`config.mk`:
```
export PLATFORM = sky130hd
export DESIGN_NAME = secded_codec
export DESIGN_NICKNAME = d
export VERILOG_FILES = /design/src/rtl/secded_pkg.sv /design/src/rtl/secded_enc.sv /design/src/rtl/secded_syndrome.sv /design/src/rtl/secded_dec.sv /design/src/rtl/secded_codec.sv
export SDC_FILE = /design/constraint.sdc
export NUM_CORES = 1
export LEC_CHECK = 0
export BUFFER_PORTS_ARGS = -buffer_cell sky130_fd_sc_hd__buf_2
export CAP_MARGIN = 15
export CORE_AREA = 4 4 41 43
export CTS_BUF_LIST = sky130_fd_sc_hd__clkbuf_4 sky130_fd_sc_hd__clkbuf_8
export CTS_CLUSTER_SIZE = 12
export DETAILED_ROUTE_END_ITERATION = 10
export DIE_AREA = 0 0 45 47
export PLACE_DENSITY = 0.78
export SLEW_MARGIN = 20
export SYNTH_ARGS = -nofsm -noshare
export SYNTH_HDL_FRONTEND = slang
export SYNTH_SLANG_ARGS = --single-unit
```
`constraint.sdc`:
```
create_clock -name clk -period 1 [get_ports clk]
set_input_delay 0 -clock clk [delete_from_list [all_inputs] [get_ports clk]]
set_output_delay 0 -clock clk [all_outputs]
set_load 0.01 [all_outputs]
```
`src/rtl/secded_pkg.sv`:
```
package secded_pkg;

  // Smallest check-bit count p with 2^p >= p + d + 1.
  function automatic int chk_bits(input int d);
    int p;
    p = 1;
    while ((1 << p) < p + d + 1) p++;
    return p;
  endfunction

  function automatic bit is_pow2(input int v);
    return (v > 0) && ((v & (v - 1)) == 0);
  endfunction

  // Hamming position (1-based) of the k-th data bit, k = 0 being the MSB.
  function automatic int data_pos(input int k);
    int cnt;
    int pos;
    cnt = 0;
    pos = 0;
    for (int i = 1; i < 4096; i++) begin
      if (!is_pow2(i)) begin
        if (cnt == k) begin
          pos = i;
          break;
        end
        cnt++;
      end
    end
    return pos;
  endfunction

  // True when position pos belongs to the parity group of check bit j.
  function automatic bit covers(input int pos, input int j);
    return ((pos >> j) & 1) == 1;
  endfunction

endpackage

```
`src/rtl/secded_enc.sv`:
```
module secded_enc import secded_pkg::*; #(
  parameter  int DATA_W = 4,
  localparam int CHK_W  = chk_bits(DATA_W),
  localparam int HAM_W  = DATA_W + CHK_W,
  localparam int CODE_W = HAM_W + 1
) (
  input  logic [DATA_W-1:0] data,
  output logic [CODE_W-1:0] code
);

  logic [HAM_W:1] placed;
  logic [HAM_W:1] full;

  for (genvar k = 0; k < DATA_W; k++) begin : g_place
    localparam int P = data_pos(k);
    assign placed[P] = data[DATA_W-1-k];
  end
  for (genvar j = 0; j < CHK_W; j++) begin : g_hole
    assign placed[1 << j] = 1'b0;
  end

  always_comb begin
    full = placed;
    for (int j = 0; j < CHK_W; j++) begin
      full[1 << j] = 1'b0;
      for (int pos = 1; pos <= HAM_W; pos++) begin
        if (covers(pos, j)) full[1 << j] = full[1 << j] ^ placed[pos];
      end
    end
  end

  for (genvar pos = 1; pos <= HAM_W; pos++) begin : g_out
    assign code[CODE_W-pos] = full[pos];
  end
  assign code[0] = ^full;

endmodule

```
`src/rtl/secded_syndrome.sv`:
```
module secded_syndrome import secded_pkg::*; #(
  parameter  int DATA_W = 4,
  localparam int CHK_W  = chk_bits(DATA_W),
  localparam int HAM_W  = DATA_W + CHK_W,
  localparam int CODE_W = HAM_W + 1
) (
  input  logic [CODE_W-1:0] code,
  output logic [CHK_W-1:0]  syn,
  output logic              ovr
);

  logic [HAM_W:1] hv;

  for (genvar pos = 1; pos <= HAM_W; pos++) begin : g_in
    assign hv[pos] = code[CODE_W-pos];
  end

  always_comb begin
    syn = '0;
    for (int j = 0; j < CHK_W; j++) begin
      for (int pos = 1; pos <= HAM_W; pos++) begin
        if (covers(pos, j)) syn[j] = syn[j] ^ hv[pos];
      end
    end
  end

  assign ovr = ^code;

endmodule

```
`src/rtl/secded_dec.sv`:
```
module secded_dec import secded_pkg::*; #(
  parameter  int DATA_W  = 4,
  parameter  bit REG_OUT = 1'b1,
  localparam int CHK_W   = chk_bits(DATA_W),
  localparam int HAM_W   = DATA_W + CHK_W,
  localparam int CODE_W  = HAM_W + 1
) (
  input  logic              clk,
  input  logic              rst_n,
  input  logic [CODE_W-1:0] code,
  input  logic [CHK_W-1:0]  syn,
  input  logic              ovr,
  output logic [DATA_W-1:0] data,
  output logic              err_one,
  output logic              err_two
);

  logic [HAM_W:1]    hv;
  logic [HAM_W:1]    fixed;
  logic [DATA_W-1:0] data_c;
  logic              in_range;
  logic              one_c;
  logic              two_c;

  for (genvar pos = 1; pos <= HAM_W; pos++) begin : g_in
    assign hv[pos] = code[CODE_W-pos];
  end

  // A syndrome naming a position past the word cannot be one flip.
  assign in_range = int'(syn) <= HAM_W;
  assign one_c    = ovr && in_range;
  assign two_c    = (syn != '0) && (!ovr || !in_range);

  always_comb begin
    fixed = hv;
    for (int pos = 1; pos <= HAM_W; pos++) begin
      if (one_c && int'(syn) == pos) fixed[pos] = ~hv[pos];
    end
  end

  for (genvar k = 0; k < DATA_W; k++) begin : g_pick
    localparam int P = data_pos(k);
    assign data_c[DATA_W-1-k] = fixed[P];
  end

  if (REG_OUT) begin : g_reg
    always_ff @(posedge clk or negedge rst_n) begin
      if (!rst_n) begin
        data    <= '0;
        err_one <= 1'b0;
        err_two <= 1'b0;
      end else begin
        data    <= data_c;
        err_one <= one_c;
        err_two <= two_c;
      end
    end
  end else begin : g_comb
    assign data    = data_c;
    assign err_one = one_c;
    assign err_two = two_c;
  end

endmodule

```
`src/rtl/secded_codec.sv`:
```
module secded_codec import secded_pkg::*; #(
  parameter  int DATA_W  = 4,
  parameter  bit REG_OUT = 1'b1,
  localparam int CHK_W   = chk_bits(DATA_W),
  localparam int CODE_W  = DATA_W + CHK_W + 1
) (
  input  logic              clk,
  input  logic              rst_n,
  input  logic [DATA_W-1:0] wr_data,
  output logic [CODE_W-1:0] wr_code,
  input  logic [CODE_W-1:0] rd_code,
  output logic [DATA_W-1:0] rd_data,
  output logic              rd_single,
  output logic              rd_double
);

  logic [CHK_W-1:0] rd_syn;
  logic             rd_ovr;

  secded_enc #(.DATA_W(DATA_W)) u_enc (
    .data (wr_data),
    .code (wr_code)
  );

  secded_syndrome #(.DATA_W(DATA_W)) u_syn (
    .code (rd_code),
    .syn  (rd_syn),
    .ovr  (rd_ovr)
  );

  secded_dec #(.DATA_W(DATA_W), .REG_OUT(REG_OUT)) u_dec (
    .clk     (clk),
    .rst_n   (rst_n),
    .code    (rd_code),
    .syn     (rd_syn),
    .ovr     (rd_ovr),
    .data    (rd_data),
    .err_one (rd_single),
    .err_two (rd_double)
  );

endmodule

```
==> qor.txt <==
Syn avg cell area: 8.72 um2
# DRC: 0
Met2 GRT Util: 0.350
Slew Viols, Final: 0
Required @ worst endpoint: 1110 ps
Via count: 628
CTS Root Cell: clkbuf_4
Setup violators final: 0
Count of input and output buffers: 27
Met3 Use GR: 0.0383
CP Launch Type: primary input
Busiest grt layer: met2
Synth top cells by count: xnor2_1 (14), dfrtp_1 (6), buf_4 (5), nor2_1 (5)
Tot GR Track Use: 0.166
Max IR drop VDD: 0.632 mV
Largest net degree at the start of global routing: 7
Final hold vios: 0
Overall die height: 47 um
LEAKAGE: 0.460 nW
Remaining Overflow, GRT: 0
Synth area leader: dfrtp_1
HPWL Detailed: 1350 um
RePlAce Congestion: 0.921
# rows: 13
Area Growth Syn to Fin: 82.1%
Final nets: 122
Synthesized net count: 79
Fin cells: 121
Initial antenna violation count: 0
CTS tree: built
Mux cell area share after synthesis: 0
Starting density of the core: 0.436
Die X: 45 um
CP Capture Type: flop
Total core area: 0.00130 mm2
Pwr Density: 1200 mW/mm2
ANT cells: 0
Clock sinks: 6
Relative slew slack: 0.805
Detailed Route Iter0 Violations: 5
Wirelength, routed: 1680 um
Detail Route Antenna Nets: 0
Fill cell count: 95
Compound-cell area share of the yosys netlist: 0.210
EDFF count, synth: 0
Area of the mapped netlist: 567 um2
Slew at the pin closest to its max-slew limit: 290 ps
XOR/XNOR share of the synthesized area: 0.305
Vias in the first global route: 623
Count leader, synth: xnor2_1
Final TNS setup: 0 ps
Top cells by area, synth: dfrtp_1 (26%), xnor2_1 (22%), buf_4 (6.6%)
First-pass GRT wire length: 2600 um
Post-Synth Simple-Gate Area: 0.130
Number of CTS-inserted buffers: 3
Area taken by multi-input logic gates: 529 um2
Critical Path Fanout Max: 4
Clk pin slew, worst setup/hold paths: 40 ps
Critical path class: in2reg
Worst min path class: in2async
Synth warn: 0
Routed vias/inst: 5.19
FMAX: 1.02 GHz
Adder-cell share of the synthesized area: 0
Clk buf depth: 2
FF+latch count, synth: 6
Main combinational cell family by area after synthesis: XOR/XNOR gates
Total number of H-tree levels: 1
Max_cap viols: 0
Crit share post-route: 0.984
Placed Cells: 115
Wire per inst: 13.9 um
Synth unique cells: 26
Post-synth top area share: 0.265
Met1 GRT Util: 0.165
Critical Path AT: 1100 ps
Synth Flop Type: dfrtp_1
Register area: 150 um2
Fin crit period: 984 ps
Die ar.: 0.00212 mm2
TritonRoute pass-1 iters: 5
Post-synthesis sequential area ratio: 0.265
Fraction of layout cells with a size suffix above 1: 0.604
Async set or reset register ratio after synthesis: 1.00
Status: complete, no violations
Num ports: 28
Cells after synthesis: 65
repair_timing:
action | CTS | global route
pin swaps | 2 | 8
buffers inserted | 1 | 2
hold buffers | 1 | 0
resized for setup | 3 | 21
setup endpoints to repair | 1 | 4
hold endpoints to repair | 6 | 0
worst paths after layout:
path	start	end	slack, ps
max in group asynchronous	rst_n	u_dec.data[0]	750
worst min-delay path	rst_n	u_dec.data[1]	110
min in group clk	rd_code[3]	u_dec.data[2]	120
worst max-delay path	rd_code[7]	u_dec.data[0]	20
worst max-delay path, cell delays in order:
cell and delay, ps:
buf_4 160, xor2_2 200, or3_4 390, a211oi_4 260, o22ai_2 100
cells by family (layout without fill, tap and decap cells):
family,count (synthesis),in the layout
XOR/XNOR,18,18
AO/OA/AOI/OAI,17,17
AND/OR/NAND/NOR,16,16
buffers and inverters,8,49
flip-flops,6,6
layout by cell type (no fill, tap or decap):
master and instances:
a21oi_1 3, o211ai_1 1, buf_12 1, dlygate4sd3_1 1, o21ai_0 4, nor2_1 5
nand2_1 3, or2_2 1, a2bb2oi_1 1, dfrtp_1 6, a211o_2 1, buf_2 21
xor2_2 2, xnor2_2 3, or3_4 1, clkbuf_4 3, buf_6 2, xnor2_1 7
o41a_1 1, o22ai_2 1, xnor2_4 4, a21o_1 1, buf_4 20, inv_1 1
a2111oi_2 1, nor3_1 4, xor2_4 2, nand3_1 2, o21a_1 1, o2bb2ai_1 1
a211oi_4 1
routing by layer:
metal	vias to the layer above	routed length (um)
li1	303	-
met3	0	136
met4	0	0
met2	24	963
met1	301	577
met5	-	0
layout make-up:
class,instances,area share
repair buffers,45,0.298
inverters,1,0.00364
multi-input cells,51,0.513
well taps,15,0.0182
clock buffers,3,0.0218
flip-flops and latches,6,0.145
sequential cells by signal, indices dropped and copies added, names as in the netlist:
signal	flops
u_dec.data	4
u_dec.err_one	1
u_dec.err_two	1
report_power, final:
part / internal [mW] / switching [mW]
Clock: 0.135 / 0.0807
Sequential: 0.291 / 0.00974
Combinational: 0.369 / 0.355
through the flow:
stage | total power [mW] | hold slack (ps) | util | worst slack [ps] | instance area (um2)
2_1_floorplan | 0.672 | -296 | - | -128 | 678
3_3_place_gp | 0.904 | -178 | 0.674 | -247 | 877
3_5_place_dp | 0.928 | -173 | 0.674 | -268 | 877
4_1_cts | 1.16 | 114 | 0.712 | 4.74 | 926
5_1_grt | 1.31 | 123 | 0.793 | -2.67 | 1030
6_report | 1.24 | 114 | 0.793 | 15.6 | 1030
Note: power is estimated with default switching activity, not from simulation.
